<file path="config.mk">
export PLATFORM = sky130hd
export DESIGN_NAME = rr_burst_dma
export DESIGN_NICKNAME = d
export VERILOG_FILES = /design/src/rtl/dma_pkg.sv /design/src/rtl/dma_desc_ram.sv /design/src/rtl/dma_rr_arb.sv /design/src/rtl/dma_stage_buf.sv /design/src/rtl/dma_burst_seq.sv /design/src/rtl/rr_burst_dma.sv
export SDC_FILE = /design/constraint.sdc
export NUM_CORES = 2
export LEC_CHECK = 0
export BUFFER_PORTS_ARGS = -buffer_cell sky130_fd_sc_hd__clkbuf_2
export CAP_MARGIN = 5
export CORE_MARGIN = 3
export CORE_UTILIZATION = 50
export CTS_BUF_LIST = sky130_fd_sc_hd__clkbuf_4 sky130_fd_sc_hd__clkbuf_8 sky130_fd_sc_hd__clkbuf_16
export CTS_CLUSTER_SIZE = 12
export DETAILED_ROUTE_END_ITERATION = 6
export MAX_ROUTING_LAYER = met4
export PLACE_DENSITY = 0.74
export REMOVE_ABC_BUFFERS = 1
export SLEW_MARGIN = 5
export SYNTH_ARGS = -nofsm -noshare
export SYNTH_HDL_FRONTEND = slang
export SYNTH_SLANG_ARGS = --single-unit
</file>
<file path="constraint.sdc">
create_clock -name clk_i -period 16.3 [get_ports clk_i]
set_input_delay 1.63 -clock clk_i [delete_from_list [all_inputs] [get_ports clk_i]]
set_output_delay 1.63 -clock clk_i [all_outputs]
set_load 0.01 [all_outputs]
</file>
<file path="src/rtl/dma_pkg.sv">
package dma_pkg;
  localparam int DW = 64;

  localparam logic [1:0] F_SRC = 2'd0;
  localparam logic [1:0] F_DST = 2'd1;
  localparam logic [1:0] F_LEN = 2'd2;
  localparam logic [1:0] F_CTL = 2'd3;

  localparam int C_EN   = 0;
  localparam int C_BUSY = 1;
  localparam int C_DONE = 2;

  typedef enum logic [2:0] {
    S_IDLE,
    S_LOAD,
    S_READ,
    S_WRITE,
    S_WB
  } seq_state_e;
endpackage

</file>
<file path="src/rtl/dma_desc_ram.sv">
module dma_desc_ram
  import dma_pkg::*;
#(
  parameter int NUM_CH = 4,
  parameter int LEN_W  = 16,
  parameter int IDX_W  = $clog2(NUM_CH) + 2
) (
  input  logic              clk_i,
  input  logic              rst_ni,
  input  logic [IDX_W-1:0]  h_addr_i,
  input  logic              h_wr_i,
  input  logic [DW-1:0]     h_wdata_i,
  input  logic              h_rd_i,
  output logic [DW-1:0]     h_rdata_o,
  input  logic [IDX_W-1:0]  e_addr_i,
  input  logic              e_wr_i,
  input  logic [DW-1:0]     e_wdata_i,
  output logic [DW-1:0]     e_rdata_o,
  output logic [NUM_CH-1:0] elig_o
);
  localparam int DEPTH = NUM_CH * 4;

  logic [DW-1:0]     mem_q [DEPTH];
  logic [NUM_CH-1:0] en_q, nz_q;

  // host port is applied last so it wins a same-word collision
  always_ff @(posedge clk_i or negedge rst_ni) begin
    if (!rst_ni) begin
      for (int i = 0; i < DEPTH; i++) mem_q[i] <= '0;
      en_q      <= '0;
      nz_q      <= '0;
      h_rdata_o <= '0;
    end else begin
      if (e_wr_i) begin
        mem_q[e_addr_i] <= e_wdata_i;
        if (e_addr_i[1:0] == F_CTL) en_q[e_addr_i[IDX_W-1:2]] <= e_wdata_i[C_EN];
        if (e_addr_i[1:0] == F_LEN) nz_q[e_addr_i[IDX_W-1:2]] <= |e_wdata_i[LEN_W-1:0];
      end
      if (h_wr_i) begin
        mem_q[h_addr_i] <= h_wdata_i;
        if (h_addr_i[1:0] == F_CTL) en_q[h_addr_i[IDX_W-1:2]] <= h_wdata_i[C_EN];
        if (h_addr_i[1:0] == F_LEN) nz_q[h_addr_i[IDX_W-1:2]] <= |h_wdata_i[LEN_W-1:0];
      end
      if (h_rd_i) h_rdata_o <= mem_q[h_addr_i];
    end
  end

  assign e_rdata_o = mem_q[e_addr_i];
  assign elig_o    = en_q & nz_q;
endmodule

</file>
<file path="src/rtl/dma_rr_arb.sv">
module dma_rr_arb #(
  parameter int NUM_CH = 4,
  parameter int CH_W   = $clog2(NUM_CH)
) (
  input  logic [NUM_CH-1:0] req_i,
  input  logic [CH_W-1:0]   ptr_i,
  output logic [CH_W-1:0]   gnt_o,
  output logic              any_o
);
  logic [CH_W-1:0] idx;

  // scan from farthest to nearest so the nearest requester is the last to win
  always_comb begin
    gnt_o = '0;
    any_o = 1'b0;
    idx   = '0;
    for (int off = NUM_CH - 1; off >= 0; off--) begin
      idx = ptr_i + CH_W'(off);
      if (req_i[idx]) begin
        gnt_o = idx;
        any_o = 1'b1;
      end
    end
  end
endmodule

</file>
<file path="src/rtl/dma_stage_buf.sv">
module dma_stage_buf
  import dma_pkg::*;
#(
  parameter int DEPTH = 8,
  parameter int IDX_W = $clog2(DEPTH)
) (
  input  logic             clk_i,
  input  logic             wr_i,
  input  logic [IDX_W-1:0] wr_idx_i,
  input  logic [DW-1:0]    wdata_i,
  input  logic [IDX_W-1:0] rd_idx_i,
  output logic [DW-1:0]    rdata_o
);
  logic [DW-1:0] buf_q [DEPTH];

  always_ff @(posedge clk_i) begin
    if (wr_i) buf_q[wr_idx_i] <= wdata_i;
  end

  assign rdata_o = buf_q[rd_idx_i];
endmodule

</file>
<file path="src/rtl/dma_burst_seq.sv">
module dma_burst_seq
  import dma_pkg::*;
#(
  parameter int NUM_CH    = 4,
  parameter int AW        = 32,
  parameter int LEN_W     = 16,
  parameter int MAX_BURST = 8,
  parameter int CH_W      = $clog2(NUM_CH),
  parameter int IDX_W     = CH_W + 2,
  parameter int BC_W      = $clog2(MAX_BURST + 1),
  parameter int BI_W      = $clog2(MAX_BURST)
) (
  input  logic             clk_i,
  input  logic             rst_ni,
  input  logic [CH_W-1:0]  gnt_i,
  input  logic             gnt_any_i,
  output logic [CH_W-1:0]  ptr_o,
  input  logic             h_wr_i,
  input  logic [IDX_W-1:0] h_addr_i,
  output logic [IDX_W-1:0] e_addr_o,
  output logic             e_wr_o,
  output logic [DW-1:0]    e_wdata_o,
  input  logic [DW-1:0]    e_rdata_i,
  output logic             buf_wr_o,
  output logic [BI_W-1:0]  buf_wr_idx_o,
  output logic [DW-1:0]    buf_wdata_o,
  output logic [BI_W-1:0]  buf_rd_idx_o,
  input  logic [DW-1:0]    buf_rdata_i,
  output logic             m_rd_o,
  output logic [AW-1:0]    m_rd_addr_o,
  input  logic             m_rd_wait_i,
  input  logic [DW-1:0]    m_rd_data_i,
  input  logic             m_rd_valid_i,
  output logic             m_wr_o,
  output logic [AW-1:0]    m_wr_addr_o,
  output logic [DW-1:0]    m_wr_data_o,
  input  logic             m_wr_wait_i,
  output logic [BC_W-1:0]  burst_len_o
);
  seq_state_e       st_q;
  logic [CH_W-1:0]  ch_q, ptr_q, nxt_ch;
  logic [1:0]       fld_q;
  logic [AW-1:0]    src_q, dst_q, step;
  logic [LEN_W-1:0] len_q, new_len;
  logic [DW-1:0]    ctl_q, ctl_wb;
  logic [BC_W-1:0]  blen_q, rd_iss_q, rd_got_q, wr_cnt_q, len_clip;
  logic [3:0]       dirty_q;
  logic             rd_fire, wr_fire, last_rd;

  assign nxt_ch   = (ch_q == CH_W'(NUM_CH - 1)) ? '0 : ch_q + 1'b1;
  assign len_clip = (len_q > LEN_W'(MAX_BURST)) ? BC_W'(MAX_BURST) : BC_W'(len_q);
  assign step     = AW'(blen_q) << 3;
  assign new_len  = len_q - LEN_W'(blen_q);

  assign m_rd_o      = (st_q == S_READ) && (rd_iss_q < blen_q);
  assign m_rd_addr_o = src_q + (AW'(rd_iss_q) << 3);
  assign rd_fire     = m_rd_o && !m_rd_wait_i;
  assign last_rd     = m_rd_valid_i && (rd_got_q == blen_q - 1'b1);

  assign m_wr_o      = (st_q == S_WRITE);
  assign m_wr_addr_o = dst_q + (AW'(wr_cnt_q) << 3);
  assign m_wr_data_o = buf_rdata_i;
  assign wr_fire     = m_wr_o && !m_wr_wait_i;

  assign buf_wr_o     = (st_q == S_READ) && m_rd_valid_i;
  assign buf_wr_idx_o = rd_got_q[BI_W-1:0];
  assign buf_wdata_o  = m_rd_data_i;
  assign buf_rd_idx_o = wr_cnt_q[BI_W-1:0];

  assign burst_len_o = blen_q;
  assign ptr_o       = ptr_q;

  always_comb begin
    ctl_wb = ctl_q;
    if (new_len == '0) begin
      ctl_wb[C_EN]   = 1'b0;
      ctl_wb[C_BUSY] = 1'b0;
      ctl_wb[C_DONE] = 1'b1;
    end else begin
      ctl_wb[C_BUSY] = 1'b1;
    end
  end

  assign e_addr_o = {ch_q, fld_q};
  assign e_wr_o   = (st_q == S_WB) && !dirty_q[fld_q];

  always_comb begin
    case (fld_q)
      F_SRC:   e_wdata_o = DW'(src_q + step);
      F_DST:   e_wdata_o = DW'(dst_q + step);
      F_LEN:   e_wdata_o = DW'(new_len);
      default: e_wdata_o = ctl_wb;
    endcase
  end

  always_ff @(posedge clk_i or negedge rst_ni) begin
    if (!rst_ni) begin
      st_q     <= S_IDLE;
      ch_q     <= '0;
      ptr_q    <= '0;
      fld_q    <= '0;
      src_q    <= '0;
      dst_q    <= '0;
      len_q    <= '0;
      ctl_q    <= '0;
      blen_q   <= '0;
      rd_iss_q <= '0;
      rd_got_q <= '0;
      wr_cnt_q <= '0;
      dirty_q  <= '0;
    end else begin
      case (st_q)
        S_IDLE: begin
          rd_iss_q <= '0;
          rd_got_q <= '0;
          wr_cnt_q <= '0;
          fld_q    <= '0;
          if (gnt_any_i) begin
            ch_q    <= gnt_i;
            dirty_q <= '0;
            st_q    <= S_LOAD;
          end
        end
        S_LOAD: begin
          fld_q <= fld_q + 1'b1;
          case (fld_q)
            F_SRC: src_q <= e_rdata_i[AW-1:0];
            F_DST: dst_q <= e_rdata_i[AW-1:0];
            F_LEN: len_q <= e_rdata_i[LEN_W-1:0];
            default: begin
              ctl_q <= e_rdata_i;
              // re-check: the host may have disarmed between grant and latch
              if (e_rdata_i[C_EN] && len_q != '0) begin
                blen_q <= len_clip;
                st_q   <= S_READ;
              end else begin
                ptr_q <= nxt_ch;
                st_q  <= S_IDLE;
              end
            end
          endcase
        end
        S_READ: begin
          if (rd_fire) rd_iss_q <= rd_iss_q + 1'b1;
          if (m_rd_valid_i) begin
            rd_got_q <= rd_got_q + 1'b1;
            if (last_rd) st_q <= S_WRITE;
          end
        end
        S_WRITE: begin
          if (wr_fire) begin
            wr_cnt_q <= wr_cnt_q + 1'b1;
            if (wr_cnt_q == blen_q - 1'b1) st_q <= S_WB;
          end
        end
        S_WB: begin
          fld_q <= fld_q + 1'b1;
          if (fld_q == F_CTL) begin
            ptr_q <= nxt_ch;
            st_q  <= S_IDLE;
          end
        end
        default: st_q <= S_IDLE;
      endcase
      // a host-written word of the in-flight channel keeps the host value
      if (st_q != S_IDLE && h_wr_i && h_addr_i[IDX_W-1:2] == ch_q)
        dirty_q[h_addr_i[1:0]] <= 1'b1;
    end
  end
endmodule

</file>
<file path="src/rtl/rr_burst_dma.sv">
module rr_burst_dma
  import dma_pkg::*;
#(
  parameter int NUM_CH    = 4,
  parameter int AW        = 32,
  parameter int LEN_W     = 16,
  parameter int MAX_BURST = 8,
  localparam int CH_W     = $clog2(NUM_CH),
  localparam int HA_W     = CH_W + 2,
  localparam int BC_W     = $clog2(MAX_BURST + 1),
  localparam int BI_W     = $clog2(MAX_BURST)
) (
  input  logic            clk_i,
  input  logic            rst_ni,
  input  logic [HA_W-1:0] h_addr_i,
  input  logic            h_wr_i,
  input  logic [DW-1:0]   h_wdata_i,
  input  logic            h_rd_i,
  output logic [DW-1:0]   h_rdata_o,
  output logic            m_rd_o,
  output logic [AW-1:0]   m_rd_addr_o,
  input  logic            m_rd_wait_i,
  input  logic [DW-1:0]   m_rd_data_i,
  input  logic            m_rd_valid_i,
  output logic            m_wr_o,
  output logic [AW-1:0]   m_wr_addr_o,
  output logic [DW-1:0]   m_wr_data_o,
  input  logic            m_wr_wait_i,
  output logic [BC_W-1:0] m_burst_len_o
);
  logic [NUM_CH-1:0] elig;
  logic [CH_W-1:0]   gnt, ptr;
  logic              gnt_any;
  logic [HA_W-1:0]   e_addr;
  logic              e_wr;
  logic [DW-1:0]     e_wdata, e_rdata;
  logic              buf_wr;
  logic [BI_W-1:0]   buf_wr_idx, buf_rd_idx;
  logic [DW-1:0]     buf_wdata, buf_rdata;

  dma_desc_ram #(.NUM_CH(NUM_CH), .LEN_W(LEN_W), .IDX_W(HA_W)) u_ram (
    .clk_i     (clk_i),
    .rst_ni    (rst_ni),
    .h_addr_i  (h_addr_i),
    .h_wr_i    (h_wr_i),
    .h_wdata_i (h_wdata_i),
    .h_rd_i    (h_rd_i),
    .h_rdata_o (h_rdata_o),
    .e_addr_i  (e_addr),
    .e_wr_i    (e_wr),
    .e_wdata_i (e_wdata),
    .e_rdata_o (e_rdata),
    .elig_o    (elig)
  );

  dma_rr_arb #(.NUM_CH(NUM_CH), .CH_W(CH_W)) u_arb (
    .req_i (elig),
    .ptr_i (ptr),
    .gnt_o (gnt),
    .any_o (gnt_any)
  );

  dma_stage_buf #(.DEPTH(MAX_BURST), .IDX_W(BI_W)) u_buf (
    .clk_i    (clk_i),
    .wr_i     (buf_wr),
    .wr_idx_i (buf_wr_idx),
    .wdata_i  (buf_wdata),
    .rd_idx_i (buf_rd_idx),
    .rdata_o  (buf_rdata)
  );

  dma_burst_seq #(
    .NUM_CH(NUM_CH), .AW(AW), .LEN_W(LEN_W), .MAX_BURST(MAX_BURST),
    .CH_W(CH_W), .IDX_W(HA_W), .BC_W(BC_W), .BI_W(BI_W)
  ) u_seq (
    .clk_i        (clk_i),
    .rst_ni       (rst_ni),
    .gnt_i        (gnt),
    .gnt_any_i    (gnt_any),
    .ptr_o        (ptr),
    .h_wr_i       (h_wr_i),
    .h_addr_i     (h_addr_i),
    .e_addr_o     (e_addr),
    .e_wr_o       (e_wr),
    .e_wdata_o    (e_wdata),
    .e_rdata_i    (e_rdata),
    .buf_wr_o     (buf_wr),
    .buf_wr_idx_o (buf_wr_idx),
    .buf_wdata_o  (buf_wdata),
    .buf_rd_idx_o (buf_rd_idx),
    .buf_rdata_i  (buf_rdata),
    .m_rd_o       (m_rd_o),
    .m_rd_addr_o  (m_rd_addr_o),
    .m_rd_wait_i  (m_rd_wait_i),
    .m_rd_data_i  (m_rd_data_i),
    .m_rd_valid_i (m_rd_valid_i),
    .m_wr_o       (m_wr_o),
    .m_wr_addr_o  (m_wr_addr_o),
    .m_wr_data_o  (m_wr_data_o),
    .m_wr_wait_i  (m_wr_wait_i),
    .burst_len_o  (m_burst_len_o)
  );
endmodule

</file>
# Word level (Yosys, flattened, before mapping)
# Memories as Yosys holds them, arrays and structs flattened.
# Cells that the tools add are included.
totals:
  n_memories: 1
  wordCells: 213
  reg_bits: 1269
  latchBits: 0
  output_inout_bits: 198
  romBits: 0
  mem_bits_rw: 512
memory_table:
  columns: ["name", "words", "width", "read_ports", "rd_ports_with_merged_regs", "write_ports", "line", "source"]
  rows:
  - ["u_buf.buf_q", 8, 64, 1, 0, 1, "dma_stage_buf.sv:14", "logic [DW-1:0] buf_q [DEPTH];"]
op_classes:
  div: 0
  muxes: 81
  add_sub_neg: 14
  n_shift: 0
  n_lt_le_gt_ge: 17
  n_bitwise: 5
  multipliers: 0
  n_eq_ne: 22
  n_reduce_logical: 41
op_table:
  columns: ["op", "count"]
  rows:
  - ["bitwise mux 1024 bit", 2]
  - ["two-way mux 1024 bit", 2]
  - ["binary-select mux 64 bit (select 4 bit)", 2]
  - ["demux 64 bit (select 4 bit)", 2]
  - ["two-way mux 64 bit", 6]
  - ["one-hot mux 64 bit (3 select lines)", 1]
  - ["adder 32 x 7 -> 33 bit", 2]
  - ["adder 32 x 7 -> 32 bit", 2]
  - ["two-way mux 4 bit", 15]
  - ["OR reduction 16 bit", 2]
  - ["less-than comparator 2 x 3 -> 1 bit, second input constant", 8]
  - ["one-hot mux 4 bit (2 select lines)", 3]
  - ["two-way mux 3 bit", 7]
  - ["two-way mux 2 bit", 9]
  - ["two-way mux 1 bit", 17]
  - ["bitwise mux 4 bit", 4]
  - ["> comparator 16 x 4 -> 1 bit, second input constant", 1]
  - ["zero test 16 bit", 1]
  - ["AND reduction 2 bit", 8]
  - ["nonzero test 16 bit", 1]
  - ["subtractor 16 x 4 -> 16 bit", 1]
  - ["one-hot mux 3 bit (5 select lines)", 1]
  - ["logical AND 1 bit", 14]
  - ["inequality test 2 bit, second input constant", 7]
  - ["other kinds (33)", 62]

# Depth between registers and ports, before layout
logic_depth:
  depth_word: 11
  depth_mapped: 23
  ltp_nobuf: 13

# Hierarchy
# A second synthesis with hierarchy kept.
unflattened:
  cells_unflattened: 8146
  area_unflattened_um2: 96679.0
modules_own_cells:
  columns: ["module", "area_each_um2", "cells_each", "n_inst"]
  rows:
  - ["dma_desc_ram", 65875.7, 6263, 1]
  - ["dma_stage_buf", 19266.0, 752, 1]
  - ["dma_burst_seq", 11459.7, 1118, 1]
  - ["dma_rr_arb", 77.6, 13, 1]

# Worst setup path before layout
# No wires, ideal clock.
synth_path:
  kind: "input port to flip-flop"
  from: "input m_rd_valid_i"
  to: "memory u_buf.buf_q[0][0] (enable)"
  path_buffers: 0
  t_arrival_ps: 6399
  path_slack_ps: 9337
  path_stages: 3
  path_cell_list: "nand2_1 or3_1 nor3_1"
synth_via:
  elab_chain_len: 3
synth_rtl:
  columns: ["item", "line", "source"]
  rows:
  - ["start, declared", "rr_burst_dma.sv:24", "input logic m_rd_valid_i,"]
  - ["logical AND 1 bit", "dma_burst_seq.sv:65", "assign buf_wr_o = (st_q == S_READ) && m_rd_valid_i;"]
  - ["two-way mux 1 bit", "dma_stage_buf.sv:17", "if (wr_i) buf_q[wr_idx_i] <= wdata_i;"]
  - ["two-way mux 1 bit (not written as such)", "dma_stage_buf.sv:17", null]
  - ["end, declared", "dma_stage_buf.sv:14", null]
# Every way passes these cells.

# Final worst setup path
layout_path:
  from: "register u_seq.fld_q[0]"
  to: "register u_ram.mem_q[21] (netlist name)"
layout_via:
  elab_chain_len: 9
  elab_cells_between_ends: 18
  classes_between: "order compare: 2; eq/ne: 2; mux: 9; bitwise: 1; reduce/logical: 4"
layout_rtl:
  columns: ["item", "line", "source"]
  rows:
  - ["start, declared", "dma_burst_seq.sv:42", "logic [1:0] fld_q;"]
  - ["start signal, assigned", "dma_burst_seq.sv:125", "fld_q <= fld_q + 1'b1;"]
  - ["start signal, assigned", "dma_burst_seq.sv:157", "fld_q <= fld_q + 1'b1;"]
  - ["inverter 4 -> 5 bit (not written as such)", "dma_desc_ram.sv:35", "mem_q[e_addr_i] <= e_wdata_i;"]
  - ["greater-or-equal comparator 5 bit (not written as such) or less-than comparator 5 x 1 -> 1 bit (tied branches)", "dma_desc_ram.sv:35", null]
  - ["logical AND 1 bit (not written as such)", "dma_desc_ram.sv:35", null]
  - ["two-way mux 64 bit (not written as such)", "dma_desc_ram.sv:35", null]
  - ["demux 64 bit (select 4 bit)", "dma_desc_ram.sv:35", null]
  - ["bitwise mux 1024 bit", "dma_desc_ram.sv:35", null]
  - ["two-way mux 1024 bit (*)", "dma_desc_ram.sv:34", "if (e_wr_i) begin"]
  - ["bitwise mux 1024 bit", "dma_desc_ram.sv:40", "mem_q[h_addr_i] <= h_wdata_i;"]
  - ["two-way mux 1024 bit (*)", "dma_desc_ram.sv:39", "if (h_wr_i) begin"]
  - ["end signal, assigned by index", "dma_desc_ram.sv:35", null]
  - ["end signal, assigned by index", "dma_desc_ram.sv:40", null]
  - ["end, declared", "dma_desc_ram.sv:23", "logic [DW-1:0] mem_q [DEPTH];"]
# Mark *: on every way between the ends. The rest lies on a longest branch, timed or not. The select of a mux whose other input is x is not followed.
# A chain may end at the register's enable or synchronous reset.

==> reports/metrics.json <==
{
  "num-fill-cells": 14862,
  "tritoncts": "built",
  "post_cts_resize_count": 0,
  "setup_viol": 0,
  "skew_pair_late_insertion_delay_ns": 0.89,
  "worst_clk_skew_ns": 0.0477,
  "hold_violations": 0,
  "core_area_um2": 186000,
  "postSynthCellCount": 8202,
  "grt_pass1_vias": 72484,
  "timing.critical_path.arrival_ns": 7.16,
  "worst_setup_hold_path_clk_slew_ns": 0.06,
  "cts_root_buf": "clkbuf_16",
  "max-vdd-ir-drop_mv": 0.121,
  "critPathMaxFanout": 41,
  "fin_tns_setup_ns": 0,
  "placement_rows": 158,
  "synth_enable_flop_cells": 512,
  "tcrit_tclk_final_pct": 39.3,
  "layout-drive-gt1-share_pct": 23.8,
  "drt_pass1_iterations": 7,
  "worstMarginPinSlew_ns": 1.49,
  "chipWidth_um": 440,
  "post-synth-top-area-fraction_pct": 33.7,
  "port_buffers": 336,
  "r2r_setup_slack_ns": 9.90,
  "ctsHoldBuffers": 0,
  "detailedRoute.firstIterationViolations": 11760,
  "max_slew_margin_pct": 0.669,
  "vias": 73684,
  "drt.antenna.violating_nets": 0,
  "synthToLayoutAreaGrowth_pct": 9.78,
  "htreeDepth": 4,
  "start_util_pct": 50.6,
  "post_synth.cell_area_avg_um2": 11.5,
  "synth.area.top_cells": "dfrtp_1 (34%), mux4_2 (18%), edfxtp_1 (16%)",
  "fp.dieArea_um2": 194000,
  "worst_hold_path_type": "reg2reg",
  "grt_setup_unrepaired": "no",
  "route.final.wire_length_mm": 329,
  "p_per_area_nw_per_um2": 166,
  "post-cts-setup-buffers": 0,
  "floorplan.io_pins": 337,
  "netlist.top_cell.by_area": "dfrtp_1",
  "async_flop_share_pct": 71.2,
  "die_h_um": 440,
  "nets": 8197,
  "report.final.slew_viol_count": 0,
  "dp_hpwl_mm": 183,
  "tritoncts_num_sinks": 1780,
  "worstSetupPathType": "reg2reg",
  "worst-endpoint-required_ns": 17.06,
  "fin_area_um2": 103000,
  "viasPerCell": 6.90,
  "tritoncts_buffers": 188,
  "drc_errors": 0,
  "startpoint_type_of_the_worst_setup_path": "flop",
  "post_layout_nonfiller_instances": 10678,
  "dominantRegCellSynth": "dfrtp_1",
  "crit_path_end_kind": "flop",
  "cts_buffer_depth": 3,
  "cellLeakagePower_uw": 0.0381,
  "max_cap_viol_count": 1,
  "flops_latches_synth": 1780,
  "grt_start_max_net_pins": 166,
  "hold_ws_ns": 0.482,
  "grt_usage_pct": 34.7,
  "grt-ovfl-total": 0,
  "post_synth_instance_area_um2": 94300,
  "failed_checks": "max-capacitance violations",
  "synthDistinctLibCells": 83,
  "fin_total_pwr_uw": 17100,
  "detail_route.wl_per_cell_um": 30.8,
  "grt_antenna_before_repair": 46,
  "run_status": "finished, violations left",
  "yosys_warnings": 0,
  "max_freq_mhz": 156,
  "dp_cells": 10310,
  "synth_seq_area_share_pct": 50.0,
  "placement.cell_area_um2": 97200,
  "grt_pass1_wl_mm": 480,
  "place.gp.congestion": 1.01,
  "final_period_minus_worst_setup_slack_ns": 6.40
}
[cells in the final DEF (no fill, tap or decap), types with 8 or more instances in the layout]
cell,n
a211oi_1,93
a21o_1,94
a21oi_1,488
a22oi_1,8
a31oi_1,35
and2_1,8
and3_1,13
and3_2,12
buf_4,144
clkbuf_16,189
clkbuf_2,330
clkbuf_4,47
clkbuf_8,35
clkinv_2,23
dfrtp_1,1262
diode_2,46
edfxtp_1,512
ha_1,32
inv_1,31
mux2_2,270
mux2i_1,262
mux4_2,769
nand2_1,1156
nand2_4,12
nand2b_1,14
nand3_1,31
nand4_1,19
nor2_1,779
nor2_4,18
nor2b_1,10
nor3_1,24
nor4_1,10
o211ai_1,14
o21a_1,14
o21ai_0,1044
o21ai_1,82
o31ai_1,9
or3_1,9
xnor2_1,57
xor2_1,44
[metrics by stage]
stage | setup WS [ns] | utilization [%]
after floorplan | 1.64 | -
after global placement | 10.26 | 52.1
after detailed placement | 10.13 | 52.1
after CTS | 10.00 | 55.4
after global routing | 9.57 | 55.5
final | 9.90 | 55.5
[cell usage after synthesis, types with 5 or more instances]
cell type,instances
dfrtp_1,1268
buf_1,133
nand2b_1,14
nand2_1,1168
o211ai_1,14
a22oi_1,8
a21o_1,94
and2_1,11
nand4_1,19
ha_1,34
xor2_1,44
or3_1,9
nor4_1,10
buf_2,105
nor3_1,30
o21ai_0,1044
clkbuf_1,594
a31oi_1,35
nand3_1,31
buf_4,19
and3_1,29
mux2i_1,262
nor2b_1,10
mux4_2,769
nor2_1,797
mux2_2,270
or2_2,5
inv_1,32
edfxtp_1,512
and4_1,7
a21oi_1,488
xnor2_1,57
a211oi_1,93
o31ai_1,9
o21a_1,14
o21ai_1,82
[flip-flops by register name, indices dropped and copies added (netlist names)]
register and count:
u_seq.burst_len_o 4, u_seq.wr_cnt_q 4, u_seq.st_q 3, u_seq.dst_q 32, u_seq.len_q 16, u_seq.rd_iss_q 4
u_buf.buf_q 512, u_ram.h_rdata_o 64, u_seq.fld_q 2, u_seq.rd_got_q 4, u_seq.ptr_o 2, u_ram.mem_q 1024
u_seq.src_q 32, u_seq.dirty_q 4, u_ram.en_q 4, u_seq.ch_q 2, u_seq.ctl_q 63, u_ram.nz_q 4
[final timing paths]
path,start,endpoint,depth (start not counted)
setup / recovery,u_seq.fld_q[0]$_DFFE_PN0P_,u_ram.mem_q[21]$_DFF_PN0_,14
hold reg to reg,u_seq.dirty_q[3]$_DFF_PN0_,u_seq.dirty_q[3]$_DFF_PN0_,2
max in group asynchronous,rst_ni,u_ram.mem_q[299]$_DFF_PN0_,4
min in group asynchronous,rst_ni,u_ram.mem_q[794]$_DFF_PN0_,1
hold / removal,u_seq.dirty_q[3]$_DFF_PN0_,u_seq.dirty_q[3]$_DFF_PN0_,2
setup reg to reg,u_seq.fld_q[0]$_DFFE_PN0P_,u_ram.mem_q[21]$_DFF_PN0_,14
[worst max-delay path: stages, from the launching register on]
cell     delay (ns)
dfrtp_4        1.02
buf_4          0.88
ha_1           0.44
buf_4          0.29
mux2_2         0.37
ha_1           0.23
fa_1           0.45
nand3_1        0.17
nand2_1        0.18
nand4_1        0.33
nor4_1         0.11
xor2_1         0.21
o21ai_1        1.02
mux2i_1        0.17
o21ai_0        0.25
[final cells by class]
type	count	area, um2	area share [%]
flip-flops and latches	1780	47100	45.5
multi-input cells	5535	43900	42.4
clock buffers	271	5560	5.38
well taps	2480	3100	3.00
repair buffers	483	2890	2.80
clock inverters	51	623	0.602
inverters	32	125	0.121
diodes	46	115	0.111
[cells by family (layout without fill, tap and decap cells)]
group | after synthesis | in the layout | share of synthesized area [%]
AO/OA/AOI/OAI | 1928 | 1928 | 11.2
XOR/XNOR | 101 | 101 | 0.939
adder cells (fa/ha/maj) | 38 | 38 | 0.536
buffers and inverters | 887 | 837 | 3.77
flip-flops | 1780 | 1780 | 50.0
multiplexers | 1301 | 1301 | 24.4
other | 0 | 46 | 0
AND/OR/NAND/NOR | 2167 | 2167 | 9.21
[metal layers]
layer	part of all wire (%)	wire (um)	up-vias	track usage [%]
li1	-	-	29522	-
met1	34	111000	36345	41.9
met2	44	146000	6068	49.7
met3	14	45300	1749	11.3
met4	8.3	27200	0	23.2
met5	0	0	-	-
[power breakdown]
group	switching, uW	internal, uW
combinational	3380	2900
clock	1870	2470
sequential	1020	5490
total	6270	10900
Power figures use the tool's default switching activity.
